### src/rtl/rtc_alarm_pkg.sv
package rtc_alarm_pkg;
  localparam int unsigned NUM_FIELDS = 8;
  localparam int unsigned REG_W      = 8;

  typedef enum logic [1:0] {
    SEL_MASK  = 2'd0,
    SEL_TICK  = 2'd1,
    SEL_FLAGS = 2'd2,
    SEL_NONE  = 2'd3
  } reg_sel_e;

  localparam int unsigned FLAG_TICK = 0;
  localparam int unsigned FLAG_ALM  = 1;

  function automatic int unsigned max_of(input int unsigned a, input int unsigned b);
    return (a > b) ? a : b;
  endfunction
endpackage

### src/rtl/rtc_field_unit.sv
module rtc_field_unit #(
  parameter int unsigned W = 8
) (
  input  logic         clk_i,
  input  logic         rst_ni,
  input  logic [W-1:0] cur_i,
  input  logic [W-1:0] tgt_i,
  input  logic         seen_i,
  output logic         eq_o,
  output logic         step_o
);
  logic [W-1:0] prev_q;

  always_ff @(posedge clk_i or negedge rst_ni) begin
    if (!rst_ni) prev_q <= '0;
    else         prev_q <= cur_i;
  end

  assign eq_o   = (cur_i == tgt_i);
  assign step_o = seen_i && (cur_i != prev_q);

  a_r6_no_step_when_still: assert property (@(posedge clk_i) disable iff (!rst_ni)
    (seen_i && $stable(cur_i)) |-> !step_o);
endmodule

### src/rtl/rtc_alarm_edge.sv
module rtc_alarm_edge #(
  parameter int unsigned N = 8
) (
  input  logic         clk_i,
  input  logic         rst_ni,
  input  logic [N-1:0] eq_i,
  input  logic [N-1:0] mask_i,
  output logic         alm_set_o
);
  logic hit, hit_q;

  // all masked means disabled, not a permanent match
  assign hit = (&(eq_i | mask_i)) && !(&mask_i);

  always_ff @(posedge clk_i or negedge rst_ni) begin
    if (!rst_ni) hit_q <= 1'b0;
    else         hit_q <= hit;
  end

  assign alm_set_o = hit && !hit_q;

  a_r5_all_masked_quiet: assert property (@(posedge clk_i) disable iff (!rst_ni)
    (&mask_i) |-> !alm_set_o);
  a_r4_no_repeat: assert property (@(posedge clk_i) disable iff (!rst_ni)
    alm_set_o |=> !alm_set_o);
endmodule

### src/rtl/rtc_irq_flags.sv
module rtc_irq_flags (
  input  logic       clk_i,
  input  logic       rst_ni,
  input  logic       tick_set_i,
  input  logic       alm_set_i,
  input  logic [1:0] clr_i,
  output logic [1:0] flags_o,
  output logic       irq_o
);
  import rtc_alarm_pkg::*;

  logic [1:0] flag_q, set_v;

  assign set_v[FLAG_TICK] = tick_set_i;
  assign set_v[FLAG_ALM]  = alm_set_i;

  always_ff @(posedge clk_i or negedge rst_ni) begin
    if (!rst_ni) flag_q <= '0;
    else         flag_q <= set_v | (flag_q & ~clr_i);
  end

  assign flags_o = flag_q;
  assign irq_o   = |flag_q;

  a_r10_set_wins: assert property (@(posedge clk_i) disable iff (!rst_ni)
    tick_set_i |=> flag_q[FLAG_TICK]);
  a_r8_alm_clear: assert property (@(posedge clk_i) disable iff (!rst_ni)
    (clr_i[FLAG_ALM] && !alm_set_i) |=> !flag_q[FLAG_ALM]);
  a_r9_alm_sticky: assert property (@(posedge clk_i) disable iff (!rst_ni)
    (flag_q[FLAG_ALM] && !clr_i[FLAG_ALM]) |=> flag_q[FLAG_ALM]);
  a_r9_tick_sticky: assert property (@(posedge clk_i) disable iff (!rst_ni)
    (flag_q[FLAG_TICK] && !clr_i[FLAG_TICK]) |=> flag_q[FLAG_TICK]);
endmodule

### src/rtl/rtc_alarm_cmp.sv
module rtc_alarm_cmp #(
  parameter int unsigned SEC_W  = 6,
  parameter int unsigned MIN_W  = 6,
  parameter int unsigned HOUR_W = 5,
  parameter int unsigned MDAY_W = 5,
  parameter int unsigned WDAY_W = 3,
  parameter int unsigned YDAY_W = 9,
  parameter int unsigned MON_W  = 4,
  parameter int unsigned YEAR_W = 12
) (
  input  logic              clk_i,
  input  logic              rst_ni,
  input  logic [SEC_W-1:0]  sec_i,
  input  logic [MIN_W-1:0]  min_i,
  input  logic [HOUR_W-1:0] hour_i,
  input  logic [MDAY_W-1:0] mday_i,
  input  logic [WDAY_W-1:0] wday_i,
  input  logic [YDAY_W-1:0] yday_i,
  input  logic [MON_W-1:0]  mon_i,
  input  logic [YEAR_W-1:0] year_i,
  input  logic [SEC_W-1:0]  alm_sec_i,
  input  logic [MIN_W-1:0]  alm_min_i,
  input  logic [HOUR_W-1:0] alm_hour_i,
  input  logic [MDAY_W-1:0] alm_mday_i,
  input  logic [WDAY_W-1:0] alm_wday_i,
  input  logic [YDAY_W-1:0] alm_yday_i,
  input  logic [MON_W-1:0]  alm_mon_i,
  input  logic [YEAR_W-1:0] alm_year_i,
  input  logic              wr_en_i,
  input  logic [1:0]        wr_addr_i,
  input  logic [7:0]        wr_data_i,
  output logic [1:0]        int_flags_o,
  output logic              irq_o
);
  import rtc_alarm_pkg::*;

  localparam int unsigned N  = NUM_FIELDS;
  localparam int unsigned FW = max_of(max_of(max_of(SEC_W, MIN_W), max_of(HOUR_W, MDAY_W)),
                                      max_of(max_of(WDAY_W, YDAY_W), max_of(MON_W, YEAR_W)));

  logic [FW-1:0] cur_f [N];
  logic [FW-1:0] tgt_f [N];

  // field order fixes mask and tick-enable bit positions
  assign cur_f[0] = FW'(sec_i);   assign tgt_f[0] = FW'(alm_sec_i);
  assign cur_f[1] = FW'(min_i);   assign tgt_f[1] = FW'(alm_min_i);
  assign cur_f[2] = FW'(hour_i);  assign tgt_f[2] = FW'(alm_hour_i);
  assign cur_f[3] = FW'(mday_i);  assign tgt_f[3] = FW'(alm_mday_i);
  assign cur_f[4] = FW'(wday_i);  assign tgt_f[4] = FW'(alm_wday_i);
  assign cur_f[5] = FW'(yday_i);  assign tgt_f[5] = FW'(alm_yday_i);
  assign cur_f[6] = FW'(mon_i);   assign tgt_f[6] = FW'(alm_mon_i);
  assign cur_f[7] = FW'(year_i);  assign tgt_f[7] = FW'(alm_year_i);

  logic [REG_W-1:0] mask_q, tick_en_q;
  logic             seen_q;
  logic [N-1:0]     eq_v, step_v;
  logic             tick_set, alm_set;
  logic [1:0]       clr;

  always_ff @(posedge clk_i or negedge rst_ni) begin
    if (!rst_ni) begin
      mask_q    <= '1;
      tick_en_q <= '0;
      seen_q    <= 1'b0;
    end else begin
      seen_q <= 1'b1;
      if (wr_en_i && reg_sel_e'(wr_addr_i) == SEL_MASK) mask_q    <= wr_data_i;
      if (wr_en_i && reg_sel_e'(wr_addr_i) == SEL_TICK) tick_en_q <= wr_data_i;
    end
  end

  assign clr = (wr_en_i && reg_sel_e'(wr_addr_i) == SEL_FLAGS) ? wr_data_i[1:0] : 2'b00;

  for (genvar g = 0; g < N; g++) begin : g_field
    rtc_field_unit #(.W(FW)) i_field (
      .clk_i  (clk_i),
      .rst_ni (rst_ni),
      .cur_i  (cur_f[g]),
      .tgt_i  (tgt_f[g]),
      .seen_i (seen_q),
      .eq_o   (eq_v[g]),
      .step_o (step_v[g])
    );
  end

  assign tick_set = |(step_v & tick_en_q[N-1:0]);

  rtc_alarm_edge #(.N(N)) i_edge (
    .clk_i     (clk_i),
    .rst_ni    (rst_ni),
    .eq_i      (eq_v),
    .mask_i    (mask_q[N-1:0]),
    .alm_set_o (alm_set)
  );

  rtc_irq_flags i_flags (
    .clk_i      (clk_i),
    .rst_ni     (rst_ni),
    .tick_set_i (tick_set),
    .alm_set_i  (alm_set),
    .clr_i      (clr),
    .flags_o    (int_flags_o),
    .irq_o      (irq_o)
  );

  a_r7_tick_needs_enable: assert property (@(posedge clk_i) disable iff (!rst_ni)
    (!int_flags_o[0] && !(|(step_v & tick_en_q[N-1:0]))) |=> !int_flags_o[0]);
endmodule

### config.mk
export PLATFORM = sky130hd
export DESIGN_NAME = rtc_alarm_cmp
export DESIGN_NICKNAME = d
export VERILOG_FILES = /design/src/rtl/rtc_alarm_pkg.sv /design/src/rtl/rtc_field_unit.sv /design/src/rtl/rtc_alarm_edge.sv /design/src/rtl/rtc_irq_flags.sv /design/src/rtl/rtc_alarm_cmp.sv
export SDC_FILE = /design/constraint.sdc
export NUM_CORES = 1
export LEC_CHECK = 0
export ABC_CLOCK_PERIOD_IN_PS = 3300
export BUFFER_PORTS_ARGS = -buffer_cell sky130_fd_sc_hd__buf_2
export CAP_MARGIN = 25
export CORE_MARGIN = 1
export CORE_UTILIZATION = 60
export CTS_CLUSTER_DIAMETER = 120
export DETAILED_ROUTE_END_ITERATION = 12
export PLACE_DENSITY = 0.87
export SLEW_MARGIN = 5
export SYNTH_ARGS = -nofsm -noshare
export SYNTH_HDL_FRONTEND = slang
export SYNTH_HIERARCHICAL = 1
export SYNTH_SLANG_ARGS = --single-unit
### constraint.sdc
create_clock -name clk_i -period 3.3 [get_ports clk_i]
set_input_delay 0.66 -clock clk_i [delete_from_list [all_inputs] [get_ports clk_i]]
set_output_delay 0.66 -clock clk_i [all_outputs]
set_load 0.01 [all_outputs]
==> After elaboration in Yosys (flattened, before gate mapping) <==
Index checks and enable logic that the tools add are counted.
Widths: inputs -> output; s select.
{ "word_totals": {"in_bits": 113, "out_inout_bits": 3, "elab_cells": 57, "regBits": 70} }
{ "classes": {"reduce_logical": 20, "n_eq_ne": 18, "muxes": 1, "bitwise": 5} }
{ "ops": {"columns": ["cell", "n"], "rows": [
  ["$reduce_and 8->1", 2],
  ["$logic_and 1x1->1", 13],
  ["$eq 12x12->1", 1],
  ["$eq 6x6->1", 2],
  ["$ne 12x12->1", 1],
  ["$ne 6x6->1", 2],
  ["$eq 5x5->1", 2],
  ["$ne 5x5->1", 2],
  ["$eq 9x9->1", 1],
  ["$ne 9x9->1", 1],
  ["$and 8x8->8", 1],
  ["$or 8x8->8", 1],
  ["$reduce_or 8->1", 1],
  ["$eq 4x4->1", 1],
  ["$ne 4x4->1", 1],
  ["$eq 3x3->1", 1],
  ["$ne 3x3->1", 1],
  ["$and 2x2->2", 1],
  ["$eq 2x1->1 const B", 1],
  ["$eq 2x2->1 const B", 1],
  ["$logic_not 1->1", 2],
  ["$logic_not 2->1", 1],
  ["$mux 2", 1],
  ["$not 2->2", 1],
  ["2 further kinds", 2]
]} }

==> Depth between registers and ports, before layout <==
{ "logic_depth": {"depth_word": 6, "depth_mapped": 7, "depth_no_buf": 7} }

==> By module <==
Netlist, hierarchy kept.
{ "by_module_without_submodules": {"columns": ["mod", "seq_area_each_um2", "area_per_inst_um2", "instances", "cells_each"], "rows": [
  ["rtc_field_unit", 300.3, 561.8, 8, 44],
  ["rtc_alarm_cmp", 435.4, 708.2, 1, 45],
  ["rtc_alarm_edge", 25.0, 101.3, 1, 10],
  ["rtc_irq_flags", 50.0, 78.8, 1, 7]
]} }

==> Worst setup path before layout <==
Ideal clock, no wire load.
{ "synth_timing": {"path_kind": "input to register", "from": "input hour_i[3]", "to": "register i_flags.flag_q[0], in the netlist i_flags/flags_o[0]", "t_arrival_ps": 1588, "slack_ps": 1594, "path_stages": 6, "t_required_ps": 3182, "cell_sequence": "xnor2_1 nand4_1 o31a_1 a22oi_1 nand4_1 a21o_1"} }
{ "synth_between": {"elab_chain_cells": 5} }
{ "synth_lines": {"columns": ["item", "line", "text"], "rows": [
  ["from (decl)", "rtc_alarm_cmp.sv:15", "input logic [HOUR_W-1:0] hour_i,"],
  ["$ne 5x5->1", "rtc_field_unit.sv:20", "assign step_o = seen_i && (cur_i != prev_q);"],
  ["$logic_and 1x1->1", "rtc_field_unit.sv:20", null],
  ["named net step_v[2]", "rtc_alarm_cmp.sv:56", "logic [N-1:0] eq_v, step_v;"],
  ["$and 8x8->8", "rtc_alarm_cmp.sv:86", "assign tick_set = |(step_v & tick_en_q[N-1:0]);"],
  ["$reduce_or 8->1", "rtc_alarm_cmp.sv:86", null],
  ["named net tick_set", "rtc_alarm_cmp.sv:57", "logic tick_set, alm_set;"],
  ["$or 2x2->2", "rtc_irq_flags.sv:19", "else flag_q <= set_v | (flag_q & ~clr_i);"],
  ["to (signal assigned)", "rtc_irq_flags.sv:19", null],
  ["to (decl)", "rtc_irq_flags.sv:12", "logic [1:0] flag_q, set_v;"]
]} }
The timed path passes the listed nets, and every way through them passes these cells.
A chain may end at the register's enable or synchronous reset.

==> Worst setup path after layout <==
{ "layout_timing": {"from": "register i_flags.flag_q[0], in the netlist i_flags/flags_o[0]", "to": "output irq_o"} }
{ "layout_between": {"elab_chain_cells": 1} }
{ "layout_lines": {"columns": ["item", "line", "text"], "rows": [
  ["$reduce_or 2->1", "rtc_irq_flags.sv:23", "assign irq_o = |flag_q;"],
  ["to (decl)", "rtc_alarm_cmp.sv:33", "output logic irq_o"]
]} }
Every way passes these cells.

==> summary.md <==
| Metric | Value |
|---|---|
| Layout area overhead | 37.7% |
| Post-synthesis sequential area ratio | a little over half |
| Clock buffer count from CTS | 17 |
| Row Count | 34 |
| Residual DRC | 0 |
| Internal power | about 3 mW |
| Slew of the pin with the lowest slew margin | 598 ps |
| Setup crit end kind | output port |
| Ant diodes | 0 |
| Sequential share of power | roughly two fifths |
| Antenna viol nets, final | 0 |
| Max_slew headroom | 60.1% |
| Die Area | between 9000 and 10000 um^2 |
| Leak | between 3 and 4 nW |
| Pwr Total | about 4 mW |
| CP required | 2640 ps |
| Clock sinks | around 120 |
| Buffers added on ports | ~120 |
| Detailed Place HPWL | between 7000 and 8000 um |
| Worst vdd ir | ~400 uV |
| Slew Limit Fails | 0 |
| CP max stage cell | dfrtp_1 |
| Die Y | 96.7 um |
| Starting density of the core | ~62% |
| Period utilization | roughly three fifths |
| All-Layer GR Usage | 27.7% |
| Pwr Density | 537 nW/um^2 |
| Gate power share | roughly an eighth |
| Max-cap violations | 0 |
| Psw | about 0.98 mW |
| Core ar. | a little under 9000 um^2 |
| Crit start category | register |
| Syn. warnings | 6 |
| Final wirelength | around 12000 um |
| Vias in the first global route | about 4300 |
| Commonest non-fill, non-tap cell in the layout | xnor2_1 |
| Largest net degree at the start of global routing | 72 |
| H-tree Lvls | 4 |
| Initial DRC count | approximately 120 |
| Routed vias | about 4000 |
| RSZ-0062 raised after global routing | no |
| Kind of critical path | reg -> out |
| Grt total ovfl | 0 |
| Min Tclk post-route | between 1500 and 2000 ps |
| Crit path buffers/inverters | 1 |
| First-pass GRT wire length | about 20000 um |
| Clock latency on the worst-skew pair | roughly 500 ps |
| Crit Path Max Fanout | 3 |
| DR pass1 iterations | 4 |
| Initial antenna violation count | 0 |
| Data arrival, critical path | 1290 ps |
| Unique masters post-synth | 22 |
| Nets | between 800 and 900 |
| Run status | finished clean |
| Final setup vio count | 0 |
| Clk buf depth | 2 |
| TritonCTS clock tree | yes |
| Tightest hold margin | between 100 and 150 ps |
| Wire per inst | approximately 14 um |
| Clock power share | about 47% |
| Crit path max-delay family | flip-flops |
| Post-DP Area | around 6800 um^2 |
| FF+latch count, synth | 116 |
| Highest-count cells in the layout ignoring fill and taps | 192 x xnor2_1, 185 x conb_1, 114 x buf_2, 108 x dfrtp_1, 51 x nand4_1 |
| Clock skew | 8.46 ps |
| Design area | 7410 um^2 |
| PostCTS Resize Cnt | 0 |
| Setup TNS | 0 ps |
| Post-CTS Setup Bufs | 0 |
| Worst-path clk slew | roughly 60 ps |
| Final Hold Vio Count | 0 |
| Hold Crit Class | in -> async |
| Syn_area_per_cell | roughly 13 um^2 |
| Cells after Synth | 414 |
| Sw Share | around 25% |
| Hold_buf cts | 0 |
| CP Cell Sequence | or2_1, buf_2 |
| Io pins | between 100 and 150 |
| Vias per cell | approximately 4.7 |
| Fraction of layout cells with a size suffix above 1 | between 20% and 30% |
| CP max stage delay | roughly 430 ps |
| GPL Wtd Cong | slightly below 0.8 |
| Fmax | ~510 MHz |
| Die W | roughly 97 um |
| Final Core Density | a little under nine tenths |
| Synthesized area | 5380 um^2 |
| Root Driver | clkbuf_8 |
-- state kept, by name, summed over array words and instances (netlist names) --
name                    count
g_field.i_field/prev_q     96
mask_q                      8
tick_en_q                   8
i_flags/flags_o             2
i_edge/hit_q                1
seen_q                      1
-- synth_stat cells --
| library cell | number | share of area (%) |
|---|---|---|
| mux2_2 | 16 | 3.3 |
| nand4_1 | 51 | 5.9 |
| a21o_1 | 2 | 0.28 |
| o22a_1 | 1 | 0.16 |
| dfrtp_1 | 108 | 50 |
| o31a_1 | 8 | 1.3 |
| inv_1 | 2 | 0.14 |
| a22oi_1 | 4 | 0.56 |
| nand3b_2 | 1 | 0.21 |
| o221ai_2 | 1 | 0.28 |
| xnor2_1 | 192 | 31 |
| dfstp_2 | 8 | 3.9 |
| nor3b_4 | 1 | 0.35 |
| or2_1 | 1 | 0.12 |
| and3_1 | 2 | 0.23 |
| nor2_1 | 1 | 0.070 |
| nor3_1 | 9 | 0.84 |
| nor4_2 | 1 | 0.23 |
| o22a_2 | 1 | 0.19 |
| conb_1 | 2 | 0.14 |
| o221ai_1 | 1 | 0.16 |
| nor2b_1 | 1 | 0.12 |
-- worst paths after layout --
path	from	to	slack (ps)	cells after the start
max reg2reg	g_field[0].i_field/prev_q[7]$_DFF_PN0_	i_flags/flags_o[0]$_DFF_PN0_	1560	6
max	i_flags/flags_o[0]$_DFF_PN0_	irq_o	1350	2
min	rst_ni	g_field[0].i_field/prev_q[3]$_DFF_PN0_	150	1
max in group asynchronous	rst_ni	mask_q[4]$_DFFE_PN1P_	2320	2
min reg2reg	tick_en_q[2]$_DFFE_PN0P_	tick_en_q[2]$_DFFE_PN0P_	510	1
min in group clk_i	mday_i[1]	g_field[3].i_field/prev_q[1]$_DFF_PN0_	310	1
-- power by group through the flow --
stage                     registers [mW]  clock network [mW]  logic (mW)
after global placement              1.61                   0       0.469
after global routing                1.61                1.97       0.561
final                               1.60                1.87       0.507
after CTS                           1.60                1.89       0.495
after detailed placement            1.62                   0       0.482
after floorplan                     1.60                   0       0.317
-- metrics by stage --
stage          instances  setup slack [ps]
6_report             853              1350
5_1_grt              853              1300
2_1_floorplan        597              1590
3_3_place_gp         821              1200
4_1_cts              853              1330
3_5_place_dp         821              1170
-- layout make-up --
cell class                      count  area (um^2)
Clock buffer                       19          442
Clock inverter                     13          170
Fill cell                         455         1310
Inverter                            2         7.51
Multi-Input combinational cell    479         3150
Sequential cell                   116         2910
Tap cell                          108          135
Timing Repair Buffer              116          598
-- cell families after synthesis --
logic type,after synthesis,share of synthesized area [%]
xor gates and xnor gates,192,31.2
DFF,116,54.1
and+or+nand+nor,68,8.09
AOI/OAI and AO/OA,18,2.93
muxes,16,3.35
buffers and inverters,2,0.140
other,2,0.140
-- layer usage --
| metal | vias to the layer above | part of all wire (%) | global-route usage [%] |
|---|---|---|---|
| met2 | 111 | 55 | 50.5 |
| met1 | 1965 | 38 | 30.7 |
| met4 | 0 | 2.2 | 10.6 |
| met3 | 20 | 4.9 | 7.30 |
| li1 | 1880 | - | - |
| met5 | - | 0 | 0 |
Note: power is estimated with default switching activity, not from simulation.
